==> config.mk <==
export PLATFORM = sky130hd
export DESIGN_NAME = irq_ctrl_top
export DESIGN_NICKNAME = d
export VERILOG_FILES = /design/src/rtl/irq_ctrl_pkg.sv /design/src/rtl/irq_gateway.sv /design/src/rtl/irq_arbiter.sv /design/src/rtl/irq_regfile.sv /design/src/rtl/irq_ctrl_top.sv
export SDC_FILE = /design/constraint.sdc
export NUM_CORES = 1
export LEC_CHECK = 0
export BUFFER_PORTS_ARGS = -buffer_cell sky130_fd_sc_hd__buf_4
export CAP_MARGIN = 40
export CORE_MARGIN = 3
export CORE_UTILIZATION = 40
export CTS_BUF_LIST = sky130_fd_sc_hd__clkbuf_8
export DETAILED_ROUTE_END_ITERATION = 7
export PLACE_DENSITY = 0.57
export SETUP_SLACK_MARGIN = 0.05
export SYNTH_ARGS = -nofsm -noshare
export SYNTH_HDL_FRONTEND = slang
export SYNTH_HIERARCHICAL = 1
export SYNTH_SLANG_ARGS = --single-unit
==> constraint.sdc <==
create_clock -name clk -period 13.41 [get_ports clk]
set_clock_uncertainty 0.05 [all_clocks]
set_input_delay 1.341 -clock clk [delete_from_list [all_inputs] [get_ports clk]]
set_output_delay 1.341 -clock clk [all_outputs]
set_load 0.01 [all_outputs]
==> src/rtl/irq_ctrl_pkg.sv <==
package irq_ctrl_pkg;
  localparam int TGT_STRIDE = 3;
  typedef enum int {
    TREG_THR   = 0,
    TREG_CLAIM = 1,
    TREG_SWI   = 2
  } tgt_reg_e;
endpackage

==> src/rtl/irq_gateway.sv <==
module irq_gateway #(
  parameter int N_SRC = 8,
  localparam int ID_W = $clog2(N_SRC)
) (
  input  logic             clk,
  input  logic             rst,
  input  logic [N_SRC-1:0] src_i,
  input  logic             claim_v,
  input  logic [ID_W-1:0]  claim_id,
  input  logic             cmpl_v,
  input  logic [ID_W-1:0]  cmpl_id,
  output logic [N_SRC-1:0] pend_o,
  output logic [N_SRC-1:0] claimed_o
);
  assign pend_o[0]    = 1'b0;
  assign claimed_o[0] = 1'b0;

  for (genvar s = 1; s < N_SRC; s++) begin : g_src
    logic pend_q, claimed_q;
    logic take, done;
    assign take = claim_v && (claim_id == ID_W'(s));
    assign done = cmpl_v && (cmpl_id == ID_W'(s));
    always_ff @(posedge clk) begin
      if (rst) begin
        pend_q    <= 1'b0;
        claimed_q <= 1'b0;
      end else if (take) begin
        pend_q    <= 1'b0;
        claimed_q <= 1'b1;
      end else begin
        if (src_i[s] && !claimed_q) pend_q <= 1'b1;
        if (done) claimed_q <= 1'b0;
      end
    end
    assign pend_o[s]    = pend_q;
    assign claimed_o[s] = claimed_q;
  end
endmodule

==> src/rtl/irq_arbiter.sv <==
module irq_arbiter #(
  parameter int N_SRC  = 8,
  parameter int PRIO_W = 2,
  localparam int ID_W  = $clog2(N_SRC)
) (
  input  logic [N_SRC-1:0][PRIO_W-1:0] prio_i,
  input  logic [N_SRC-1:0]             pend_i,
  input  logic [N_SRC-1:0]             en_i,
  input  logic [PRIO_W-1:0]            thr_i,
  output logic                         hit_o,
  output logic [ID_W-1:0]              id_o
);
  logic [PRIO_W-1:0] best_p;
  logic [ID_W-1:0]   best_id;

  always_comb begin
    best_p  = '0;
    best_id = '0;
    for (int s = 1; s < N_SRC; s++) begin
      if (pend_i[s] && en_i[s] && (prio_i[s] > thr_i) && (prio_i[s] > best_p)) begin
        best_p  = prio_i[s];
        best_id = ID_W'(s);
      end
    end
  end

  assign hit_o = (best_id != '0);
  assign id_o  = best_id;
endmodule

==> src/rtl/irq_regfile.sv <==
module irq_regfile
  import irq_ctrl_pkg::*;
#(
  parameter int N_SRC  = 8,
  parameter int N_TGT  = 2,
  parameter int PRIO_W = 2,
  parameter int ADDR_W = 8,
  parameter int DATA_W = 32,
  localparam int ID_W  = $clog2(N_SRC)
) (
  input  logic                         clk,
  input  logic                         rst,
  input  logic [ADDR_W-1:0]            bus_addr,
  input  logic                         bus_we,
  input  logic [DATA_W-1:0]            bus_wdata,
  input  logic                         bus_re,
  output logic [DATA_W-1:0]            bus_rdata,
  input  logic [N_SRC-1:0]             pend_i,
  input  logic [N_TGT-1:0][ID_W-1:0]   win_id_i,
  output logic [N_SRC-1:0][PRIO_W-1:0] prio_o,
  output logic [N_TGT-1:0][N_SRC-1:0]  en_o,
  output logic [N_TGT-1:0][PRIO_W-1:0] thr_o,
  output logic [N_TGT-1:0]             swi_o,
  output logic                         claim_v,
  output logic [ID_W-1:0]              claim_id,
  output logic                         cmpl_v,
  output logic [ID_W-1:0]              cmpl_id
);
  localparam int PEND_IDX = N_SRC;
  localparam int EN_IDX   = N_SRC + 1;
  localparam int TGT_IDX  = N_SRC + 1 + N_TGT;

  logic [N_SRC-1:0][PRIO_W-1:0] prio_q;
  logic [N_TGT-1:0][N_SRC-1:0]  en_q;
  logic [N_TGT-1:0][PRIO_W-1:0] thr_q;
  logic [N_TGT-1:0]             swi_q;
  logic [DATA_W-1:0]            rdata_q, rd_mux;
  logic [N_TGT-1:0]             hit_claim;

  for (genvar t = 0; t < N_TGT; t++) begin : g_hit
    assign hit_claim[t] = (bus_addr == ADDR_W'(TGT_IDX + TGT_STRIDE*t + TREG_CLAIM));
  end

  always_comb begin
    claim_v  = 1'b0;
    claim_id = '0;
    for (int t = 0; t < N_TGT; t++) begin
      if (bus_re && hit_claim[t] && (win_id_i[t] != '0)) begin
        claim_v  = 1'b1;
        claim_id = win_id_i[t];
      end
    end
  end

  assign cmpl_v  = bus_we && (|hit_claim) && (bus_wdata < DATA_W'(N_SRC));
  assign cmpl_id = bus_wdata[ID_W-1:0];

  always_comb begin
    rd_mux = '0;
    for (int s = 1; s < N_SRC; s++)
      if (bus_addr == ADDR_W'(s)) rd_mux[PRIO_W-1:0] = prio_q[s];
    if (bus_addr == ADDR_W'(PEND_IDX)) rd_mux[N_SRC-1:0] = pend_i;
    for (int t = 0; t < N_TGT; t++) begin
      if (bus_addr == ADDR_W'(EN_IDX + t)) rd_mux[N_SRC-1:0] = en_q[t];
      if (bus_addr == ADDR_W'(TGT_IDX + TGT_STRIDE*t + TREG_THR)) rd_mux[PRIO_W-1:0] = thr_q[t];
      if (hit_claim[t]) rd_mux[ID_W-1:0] = win_id_i[t];
      if (bus_addr == ADDR_W'(TGT_IDX + TGT_STRIDE*t + TREG_SWI)) rd_mux[0] = swi_q[t];
    end
  end

  always_ff @(posedge clk) begin
    if (rst) begin
      prio_q  <= '0;
      en_q    <= '0;
      thr_q   <= '0;
      swi_q   <= '0;
      rdata_q <= '0;
    end else begin
      if (bus_we) begin
        for (int s = 1; s < N_SRC; s++)
          if (bus_addr == ADDR_W'(s)) prio_q[s] <= bus_wdata[PRIO_W-1:0];
        for (int t = 0; t < N_TGT; t++) begin
          if (bus_addr == ADDR_W'(EN_IDX + t))
            en_q[t] <= bus_wdata[N_SRC-1:0] & ~N_SRC'(1);
          if (bus_addr == ADDR_W'(TGT_IDX + TGT_STRIDE*t + TREG_THR))
            thr_q[t] <= bus_wdata[PRIO_W-1:0];
          if (bus_addr == ADDR_W'(TGT_IDX + TGT_STRIDE*t + TREG_SWI))
            swi_q[t] <= bus_wdata[0];
        end
      end
      if (bus_re) rdata_q <= rd_mux;
    end
  end

  assign bus_rdata = rdata_q;
  assign prio_o    = prio_q;
  assign en_o      = en_q;
  assign thr_o     = thr_q;
  assign swi_o     = swi_q;
endmodule

==> src/rtl/irq_ctrl_top.sv <==
module irq_ctrl_top #(
  parameter int N_SRC  = 8,
  parameter int N_TGT  = 2,
  parameter int PRIO_W = 2,
  parameter int ADDR_W = 8,
  parameter int DATA_W = 32
) (
  input  logic              clk,
  input  logic              rst,
  input  logic [N_SRC-1:0]  src_i,
  input  logic [ADDR_W-1:0] bus_addr,
  input  logic              bus_we,
  input  logic [DATA_W-1:0] bus_wdata,
  input  logic              bus_re,
  output logic [DATA_W-1:0] bus_rdata,
  output logic [N_TGT-1:0]  irq_o,
  output logic [N_TGT-1:0]  swi_o
);
  localparam int ID_W = $clog2(N_SRC);

  logic [N_SRC-1:0]             pend_q, claimed_q;
  logic [N_SRC-1:0][PRIO_W-1:0] prio;
  logic [N_TGT-1:0][N_SRC-1:0]  en;
  logic [N_TGT-1:0][PRIO_W-1:0] thr;
  logic [N_TGT-1:0][ID_W-1:0]   win_id;
  logic [N_TGT-1:0]             win_hit;
  logic [N_TGT-1:0]             irq_q;
  logic                         claim_v, cmpl_v;
  logic [ID_W-1:0]              claim_id, cmpl_id;

  irq_gateway #(.N_SRC(N_SRC)) u_gw (
    .clk(clk), .rst(rst), .src_i(src_i),
    .claim_v(claim_v), .claim_id(claim_id),
    .cmpl_v(cmpl_v), .cmpl_id(cmpl_id),
    .pend_o(pend_q), .claimed_o(claimed_q)
  );

  for (genvar t = 0; t < N_TGT; t++) begin : g_tgt
    irq_arbiter #(.N_SRC(N_SRC), .PRIO_W(PRIO_W)) u_arb (
      .prio_i(prio), .pend_i(pend_q), .en_i(en[t]), .thr_i(thr[t]),
      .hit_o(win_hit[t]), .id_o(win_id[t])
    );
  end

  irq_regfile #(
    .N_SRC(N_SRC), .N_TGT(N_TGT), .PRIO_W(PRIO_W), .ADDR_W(ADDR_W), .DATA_W(DATA_W)
  ) u_rf (
    .clk(clk), .rst(rst),
    .bus_addr(bus_addr), .bus_we(bus_we), .bus_wdata(bus_wdata),
    .bus_re(bus_re), .bus_rdata(bus_rdata),
    .pend_i(pend_q), .win_id_i(win_id),
    .prio_o(prio), .en_o(en), .thr_o(thr), .swi_o(swi_o),
    .claim_v(claim_v), .claim_id(claim_id),
    .cmpl_v(cmpl_v), .cmpl_id(cmpl_id)
  );

  always_ff @(posedge clk) begin
    if (rst) irq_q <= '0;
    else     irq_q <= win_hit;
  end

  assign irq_o = irq_q;
endmodule

==> impl_metrics.csv, run 1 <==
group,metric,value,unit
layout,antenna_cells,0,
timing,timing.slew.headroom,50.8,%
hold_path,hold_path.class,"flop to flop",
timing,setup_tns,0,ps
power_and_ir_drop,pwr-share-comb,10.9,%
setup_path,reg2reg_depth,43,
power_and_ir_drop,p_int,266,uW
cts,ctsLongestPathBuffers,2,
setup_path,end_kind,"flop",
route,dr.first_iter.drc_count,291,
cts,cts_tree,"done",
cts,clkSinkCount,58,
placement,pre_cts_ws,3150,ps
setup_path,worst-setup-path-type,"flop to flop",
route,finalWirelength,14.9,mm
route,ant_nets,0,
timing,setup_violations,0,
setup_path,critical_path.max_fanout,10,
layout,area_growth_syn_to_layout,11.7,%
setup_path,required,13600,ps
power_and_ir_drop,pwr-share-seq,47.9,%
cts,postCtsSetupBuffers,0,
route,drtPass1Iterations,5,
grt,grt_max_degree,61,
grt,grt.total_usage,21.1,%
synthesis,syn_inst,622,
timing,finalHoldViolCount,0,
synthesis,syn_avg_cell_area,8.17,um2
setup_path,cp-start-kind,"flop",
grt,grt_pass1_vias,4639,
timing,min_period,10430,ps
timing,drv_slew,0,
timing,period_share,77.8,%
route,drc,0,
layout,regArea,1160,um2
power_and_ir_drop,switching_share,27.8,%
setup_path,r2r_slack,2980,ps
grt,grt_pass1_wl,23.7,mm
floorplanning,io_pins,88,
placement,hpwl,11.3,mm
outcome,status,"completed",
setup_path,reg2reg_to,"u_gw/g_src[3].claimed_q$_SDFFE_PP0P_",
synthesis,synth_area,5080,um2
grt,antenna_found_initial,0,
setup_path,worstPathArrival,10630,ps
cts,ctsResizeCount,0,
cts,numCtsBuffers,9,
synthesis,yosysWarnings,6,
cts,htree_levels,3,
power_and_ir_drop,p_sw,103,uW
power_and_ir_drop,power_density,64.9,nW/um2
route,post_drt_wl_per_cell,17.8,um
job,maxCapViolCount,0,
hold_path,worstHoldStart,"u_rf/bus_rdata[6]$_SDFFE_PP0P_",
hold_path,whs_endpoint,"u_rf/bus_rdata[6]$_SDFFE_PP0P_",
timing,rsz0062_at_grt,"false",
floorplanning,fp.dieW,119,um
cts,clk_latency,350,ps
power_and_ir_drop,ir_drop,0.0000521,V
cts,clkTransAtPathRegs,70,ps
cts,root_buffer,"clkbuf_8",
floorplanning,die_area,14100,um2
layout,multi_input_area,3490,um2
layout,layout-drive-gt1-share,17.9,%
setup_path,r2r_start,"u_rf/thr_o[2]$_SDFFE_PP0P_",
timing,tightest_slew,732,ps
floorplanning,row_count,40,
placement,gp_congestion,0.900,
route,num_vias,4741,
setup_path,cp_common_cell,"ha_1",
layout,layout.nets,762,
power_and_ir_drop,p_clk_share,41.2,%
grt,grt_remaining_overflow,0,
timing,clock.fmax,95.8,MHz
setup_path,slowest_stage,"dfxtp_1",
floorplanning,die_y,119,um
timing,fin_ws,2980,ps
floorplanning,start_util,41.6,%
route,vias_per_cell,5.66,
hold_path,hold_path_depth,2,
layout,fill_cells,1210,
placement,io_buffers,62,
setup_path,cpPeakStageDelay,690,ps
power_and_ir_drop,p_leak,2.34,nW
floorplanning,core_area,12200,um2
cts,postCtsHoldBufs,0,
power by group through the flow:
stage,logic (mW),registers [mW],clock network (mW)
2_1_floorplan,0.0305,0.179,0
3_3_place_gp,0.0394,0.180,0
3_5_place_dp,0.0399,0.180,0
4_1_cts,0.0401,0.177,0.156
5_1_grt,0.0442,0.177,0.164
6_report,0.0403,0.177,0.152
worst max-delay path, delay by kind of cell, from the launching register on:
kind	cells	cell delay, ps
AO/OA/AOI/OAI	14	2870
adder cells (fa/ha/maj)	7	2050
flip-flops	1	690
AND/OR/NAND/NOR	22	4690
layout by cell type (no fill, tap or decap), types with 4 or more instances in the layout:
| cell | instances |
|---|---|
| nor2_1 | 58 |
| o21ai_0 | 22 |
| nand2_1 | 54 |
| nand3_1 | 17 |
| ha_1 | 46 |
| nand4_1 | 12 |
| a22oi_1 | 8 |
| nor3_1 | 9 |
| nor3b_1 | 4 |
| and2_1 | 7 |
| nor2b_4 | 4 |
| nand4b_1 | 4 |
| a21oi_1 | 34 |
| nor4_1 | 8 |
| dfxtp_1 | 58 |
| mux2i_1 | 32 |
| and4b_1 | 4 |
| nand2b_1 | 12 |
| a211oi_1 | 5 |
| a211oi_2 | 6 |
| and3_1 | 5 |
| a22o_1 | 6 |
| inv_1 | 42 |
| buf_4 | 63 |
| o31ai_1 | 4 |
| nor2b_1 | 18 |
| mux2_2 | 6 |
| o2bb2ai_1 | 4 |
| conb_1 | 25 |
| o211ai_1 | 4 |
| clkbuf_8 | 11 |
| o2111a_1 | 5 |
routing by layer:
metal / share of wire, % / vias to the layer above / track usage, %
li1: - / 2299 / -
met3: 5.3 / 23 / 3.54
met5: 0 / - / 0
met2: 48 / 135 / 34.9
met1: 44 / 2284 / 27.3
met4: 2.5 / 0 / 8.04
stage by stage:
step | hold WS (ps) | area, um2 | utilization, % | instances | power (mW)
finish | 418 | 5680 | 46.5 | 837 | 0.369
global route | 434 | 5680 | 46.5 | 837 | 0.385
CTS | 420 | 5680 | 46.5 | 837 | 0.372
detailed placement | 408 | 5500 | 45.0 | 821 | 0.220
global placement | 399 | 5490 | 44.9 | 820 | 0.220
floorplan | 380 | 5170 | - | 645 | 0.209
state kept, by name, indices dropped and copies added (netlist names):
signal                cells
u_rf/swi_o                2
irq_o                     2
u_rf/thr_o                4
u_rf/en_o                14
u_gw/g_src.pend_q         7
u_rf/bus_rdata            8
u_rf/prio_o              14
u_gw/g_src.claimed_q      7
how the worst max path moves through the flow:
stage,slack (ps),end,start,depth (start not counted)
global route,2320,u_gw/g_src[3].claimed_q$_SDFFE_PP0P_,u_rf/thr_o[3]$_SDFFE_PP0P_,42
floorplan,4560,u_gw/g_src[3].claimed_q$_SDFFE_PP0P_,u_rf/thr_o[1]$_SDFFE_PP0P_,44
detailed placement,3150,u_gw/g_src[3].claimed_q$_SDFFE_PP0P_,u_rf/thr_o[1]$_SDFFE_PP0P_,44
global placement,3340,u_gw/g_src[3].claimed_q$_SDFFE_PP0P_,u_rf/thr_o[1]$_SDFFE_PP0P_,44
finish,2980,u_gw/g_src[3].claimed_q$_SDFFE_PP0P_,u_rf/thr_o[2]$_SDFFE_PP0P_,43
CTS,3090,u_gw/g_src[3].claimed_q$_SDFFE_PP0P_,u_rf/thr_o[3]$_SDFFE_PP0P_,42
cell type report:
type	instances	share of cell area, %
multi-input cells	489	61.4
clock buffers	11	2.67
well taps	168	3.70
repair buffers	64	8.52
inverters	42	2.78
clock inverters	5	0.529
flip-flops and latches	58	20.4
No activity file was read; power rests on OpenSTA's default activity.
==> run 2: changes to the inputs <==
ABC_AREA = 1   (was not set)
PLACE_DENSITY = 0.59   (was 0.57)
clock period = 9.1 ns   (was 13.41 ns; I/O delays follow)
==> run 2 against run 1 <==
Compared with the run above:
- die area is 1.1% lower
- count of clock-buffer cells in the layout is 1 lower
- critical path depth is 13 higher
- combinational power is 29% higher
- total power is 47% higher
- wire length is 4.7% lower
- final area hardly changed
- synthesized area is 1.1% lower
- critical path type unchanged
- largest cell class unchanged
- largest power group unchanged
==> impl_metrics.csv, run 2 <==
group,metric,value,unit
layout,layout.nets,917,
setup_path,slowest_stage,"o311ai_0",
synthesis,yosysWarnings,6,
grt,grt_pass1_wl,23.0,mm
floorplanning,die_area,13900,um2
cts,htree_levels,3,
layout,final_common_cell,"nand2_1",
grt,grt_max_degree,28,
timing,tightest_slew,717,ps
grt,grt.total_usage,20.4,%
route,post_drt_wl_per_cell,14.3,um
floorplanning,io_pins,88,
cts,ctsResizeCount,0,
floorplanning,row_count,40,
power_and_ir_drop,p_int,406,uW
grt,antenna_found_initial,0,
timing,rsz0062_at_grt,"false",
grt,grt_pass1_vias,4780,
grt,grt_remaining_overflow,0,
route,ant_nets,0,
setup_path,required,9330,ps
setup_path,cp_common_cell,"nand2_1",
power_and_ir_drop,ir_drop,0.0000913,V
setup_path,cp-start-kind,"flop",
setup_path,path_buf_inv,7,
synthesis,synth_area,5030,um2
power_and_ir_drop,power_density,95.7,nW/um2
setup_path,path_delay_family,"simple AND/OR/NAND/NOR gates",
route,vias_per_cell,4.99,
layout,layout-drive-gt1-share,19.4,%
cts,ctsLongestPathBuffers,2,
power_and_ir_drop,p_clk_share,42.5,%
outcome,status,"completed",
floorplanning,core_area,12200,um2
floorplanning,die_y,118,um
synthesis,syn_avg_cell_area,6.56,um2
cts,clk_latency,350,ps
job,maxCapViolCount,0,
route,dr.first_iter.drc_count,273,
timing,min_period,7880,ps
cts,cts_tree,"done",
layout,antenna_cells,0,
setup_path,cpPeakStageDelay,460,ps
setup_path,end_kind,"flop",
power_and_ir_drop,p_sw,138,uW
hold_path,hold_path.class,"flop to flop",
timing,timing.slew.headroom,52.1,%
route,drtPass1Iterations,4,
timing,setup_tns,0,ps
route,num_vias,4950,
floorplanning,fp.dieW,118,um
setup_path,worst-setup-path-type,"flop to flop",
cts,postCtsHoldBufs,0,
cts,clkTransAtPathRegs,60,ps
route,drc,0,
layout,layout_common_cells,"nand2_1, inv_1, a21oi_1",
timing,period_share,86.6,%
cts,numCtsBuffers,9,
power_and_ir_drop,power,544,uW
placement,io_buffers,62,
timing,drv_slew,0,
placement,hpwl,11.7,mm
setup_path,critical_path.max_fanout,7,
timing,finalHoldViolCount,0,
timing,clock.fmax,127,MHz
layout,area_growth_syn_to_layout,13.1,%
setup_path,worstPathArrival,8110,ps
power_and_ir_drop,pwr-share-seq,48.0,%
cts,root_buffer,"clkbuf_8",
floorplanning,start_util,41.3,%
timing,setup_violations,0,
power_and_ir_drop,pwr-share-comb,9.5,%
cts,clkSinkCount,58,
route,finalWirelength,14.2,mm
placement,gp_congestion,0.867,
power_and_ir_drop,p_leak,2.61,nW
power_and_ir_drop,switching_share,25.3,%
cts,postCtsSetupBuffers,0,
synthesis,syn_inst,766,
-- run 2: worst paths after layout --
| check | startpoint | to | slack (ps) | cells after the start |
|---|---|---|---|---|
| worst max register to register | u_rf/thr_o[3]$_SDFFE_PP0P_ | u_gw/g_src[2].claimed_q$_SDFFE_PP0P_ | 1220 | 56 |
| worst min register to register | u_gw/g_src[6].claimed_q$_SDFFE_PP0P_ | u_gw/g_src[6].claimed_q$_SDFFE_PP0P_ | 420 | 2 |
| worst max-delay path | u_rf/thr_o[3]$_SDFFE_PP0P_ | u_gw/g_src[2].claimed_q$_SDFFE_PP0P_ | 1220 | 56 |
| worst min-delay path | u_gw/g_src[6].claimed_q$_SDFFE_PP0P_ | u_gw/g_src[6].claimed_q$_SDFFE_PP0P_ | 420 | 2 |
-- run 2: cell type report --
cell class / instances / area, um2
Sequential cell: 58 / 1160
Clock inverter: 5 / 47.5
Tap cell: 168 / 210
Fill cell: 1284 / 6480
Multi-Input combinational cell: 556 / 3160
Timing Repair Buffer: 64 / 480
Clock buffer: 10 / 138
Inverter: 130 / 488
-- run 2: through the flow --
stage          worst slack (ps)  cell area [um2]  hold slack (ps)  util (%)  instances
6_report                   1220             5680              416      46.7        991
4_1_cts                    1220             5680              418      46.7        991
3_5_place_dp               1250             5500              407      45.2        976
5_1_grt                     383             5680              430      46.7        991
3_3_place_gp               1430             5500              399      45.2        976
2_1_floorplan              2270             5110              389         -        789
-- run 2: power by group through the flow --
stage | clock network (mW) | registers (mW) | logic [mW]
after global routing | 0.248 | 0.261 | 0.0573
after detailed placement | 0 | 0.267 | 0.0515
after floorplan | 0 | 0.264 | 0.0380
after CTS | 0.236 | 0.261 | 0.0516
final | 0.231 | 0.261 | 0.0518
after global placement | 0 | 0.267 | 0.0507
-- run 2: worst reg2reg max path, delay by kind of cell (launching register included) --
| kind | cells | cell delay, ps |
|---|---|---|
| compound gates | 7 | 1130 |
| fa+ha+maj | 7 | 2000 |
| buf+inv | 7 | 690 |
| flops | 1 | 310 |
| simple gates | 35 | 3650 |
-- run 2: per-layer routing --
| metal | GRT usage [%] | vias to the layer above | wire length [um] |
|---|---|---|---|
| li1 | - | 2549 | - |
| met1 | 24.4 | 2232 | 6150 |
| met2 | 36.3 | 139 | 7000 |
| met3 | 3.80 | 30 | 668 |
| met4 | 7.03 | 0 | 390 |
| met5 | 0 | - | 0 |
==> run 3: changes to the inputs <==
CORE_ASPECT_RATIO = 2   (was not set)
==> run 3 against run 2 <==
Compared with the run above:
- clock power barely moved
- first-iteration DRC count fell by 1.1%
- register-to-register slack barely moved
- die area rose by 0.58%
- critical path depth rose by 1
- combinational power barely moved
- non-clock buffer count did not move
==> impl_metrics.csv, run 3 (synthesis gave the netlist of run 2 again) <==
group,metric,value,unit
setup_path,critical_path.max_fanout,7,
placement,hpwl,12.4,mm
hold_path,hold_path.class,"flop to flop",
floorplanning,die_y,165,um
setup_path,cp-endpoint,"u_gw/g_src[6].pend_q$_SDFFE_PP0P_",
power_and_ir_drop,p_leak,2.61,nW
layout,area_growth_syn_to_layout,12.6,%
setup_path,required,9290,ps
route,post_drt_wl_per_cell,15.5,um
layout,layout.nets,917,
grt,antenna_found_initial,0,
grt,grt_pass1_wl,24.2,mm
cts,postCtsHoldBufs,0,
cts,htree_levels,3,
route,finalWirelength,15.0,mm
grt,grt_pass1_vias,5060,
cts,postCtsSetupBuffers,0,
setup_path,cp_common_cell,"nand2_1",
placement,io_buffers,62,
setup_path,reg2reg_to,"u_gw/g_src[6].pend_q$_SDFFE_PP0P_",
setup_path,end_kind,"flop",
route,ant_nets,0,
route,drtPass1Iterations,5,
cts,root_buffer,"clkbuf_8",
timing,drv_slew,0,
timing,setup_tns,0,ps
grt,grt.total_usage,22.1,%
setup_path,slowest_stage,"o311ai_0",
floorplanning,start_util,41.2,%
placement,gp_congestion,0.884,
cts,ctsResizeCount,0,
grt,grt_max_degree,28,
layout,antenna_cells,0,
timing,setup_violations,0,
cts,ctsLongestPathBuffers,2,
route,vias_per_cell,5.28,
job,maxCapViolCount,0,
grt,grt_remaining_overflow,0,
power_and_ir_drop,ir_drop,0.000193,V
timing,tightest_slew,729,ps
timing,period_share,86.7,%
cts,numCtsBuffers,9,
floorplanning,row_count,57,
timing,min_period,7890,ps
setup_path,cp-start-kind,"flop",
power_and_ir_drop,power_density,96.6,nW/um2
setup_path,r2r_slack,1210,ps
route,drc,0,
timing,clock.fmax,127,MHz
setup_path,r2r_start,"u_rf/thr_o[3]$_SDFFE_PP0P_",
timing,timing.slew.headroom,51.4,%
floorplanning,core_area,12200,um2
setup_path,cpPeakStageDelay,450,ps
cts,cts_tree,"done",
setup_path,reg2reg_depth,57,
floorplanning,die_area,14000,um2
layout,fin_util,46.4,%
route,dr.first_iter.drc_count,270,
layout,layout_common_cells,"nand2_1, inv_1, a21oi_1",
floorplanning,io_pins,88,
outcome,status,"completed",
setup_path,crit_start,"u_rf/thr_o[3]$_SDFFE_PP0P_",
setup_path,worstPathArrival,8070,ps
cts,clkTransAtPathRegs,60,ps
route,num_vias,5117,
setup_path,worst-setup-path-type,"flop to flop",
cts,clk_latency,350,ps
floorplanning,fp.dieW,85.3,um
layout,layout-drive-gt1-share,19.4,%
timing,finalHoldViolCount,0,
layout,final_common_cell,"nand2_1",
timing,rsz0062_at_grt,"false",
cts,clkSinkCount,58,
run 3: cell counts in the layout (fill, tap and decap cells not counted):
Identical to the previous run, type by type.
run 3: power breakdown:
part / switching [mW] / internal (mW) / total, mW
Sequential: 0.00426 / 0.257 / 0.261
Clock: 0.104 / 0.129 / 0.233
Combinational: 0.0317 / 0.0204 / 0.0521
Total: 0.140 / 0.406 / 0.546
run 3: cell type report:
cell class              count  area (um2)
clock inverters             5        47.5
clock buffers              10         138
well taps                 147         184
repair buffers             64         480
inverters                 130         488
flip-flops and latches     58        1160
multi-input cells         556        3160
fillers                  1271        6540
run 3: critical path, delay by kind of cell (launching register included):
kind | cells | cell delay, ps
AO/OA/AOI/OAI | 6 | 960
flip-flops | 1 | 310
buffers and inverters | 7 | 700
adder cells (fa/ha/maj) | 7 | 2010
AND/OR/NAND/NOR | 37 | 3710
run 3: layer usage:
layer | GRT usage, % | up-vias | share of wire, %
met5 | 0 | - | 0
met4 | 13.1 | 0 | 5.3
met3 | 2.70 | 45 | 3.9
met2 | 44.3 | 166 | 57
met1 | 20.3 | 2363 | 33
li1 | - | 2543 | -
run 3: metrics by stage:
step	instances	hold slack, ps	power [mW]	instance area [um2]	setup slack [ps]
after CTS	970	412	0.551	5660	1190
after global placement	955	402	0.317	5470	1300
after floorplan	789	389	0.302	5110	2270
after global routing	970	431	0.566	5660	388
final	970	414	0.546	5660	1210
after detailed placement	955	402	0.318	5470	1230
run 3: worst min path at each step:
stage	startpoint	end	slack, ps	depth (start not counted)
after global routing	u_gw/g_src[5].claimed_q$_SDFFE_PP0P_	u_gw/g_src[5].claimed_q$_SDFFE_PP0P_	430	2
after detailed placement	u_gw/g_src[1].claimed_q$_SDFFE_PP0P_	u_gw/g_src[1].claimed_q$_SDFFE_PP0P_	400	2
final	u_gw/g_src[3].claimed_q$_SDFFE_PP0P_	u_gw/g_src[3].claimed_q$_SDFFE_PP0P_	410	2
after floorplan	u_gw/g_src[3].claimed_q$_SDFFE_PP0P_	u_gw/g_src[3].claimed_q$_SDFFE_PP0P_	390	2
after global placement	u_gw/g_src[1].claimed_q$_SDFFE_PP0P_	u_gw/g_src[1].claimed_q$_SDFFE_PP0P_	400	2
after CTS	u_gw/g_src[1].claimed_q$_SDFFE_PP0P_	u_gw/g_src[1].claimed_q$_SDFFE_PP0P_	410	2
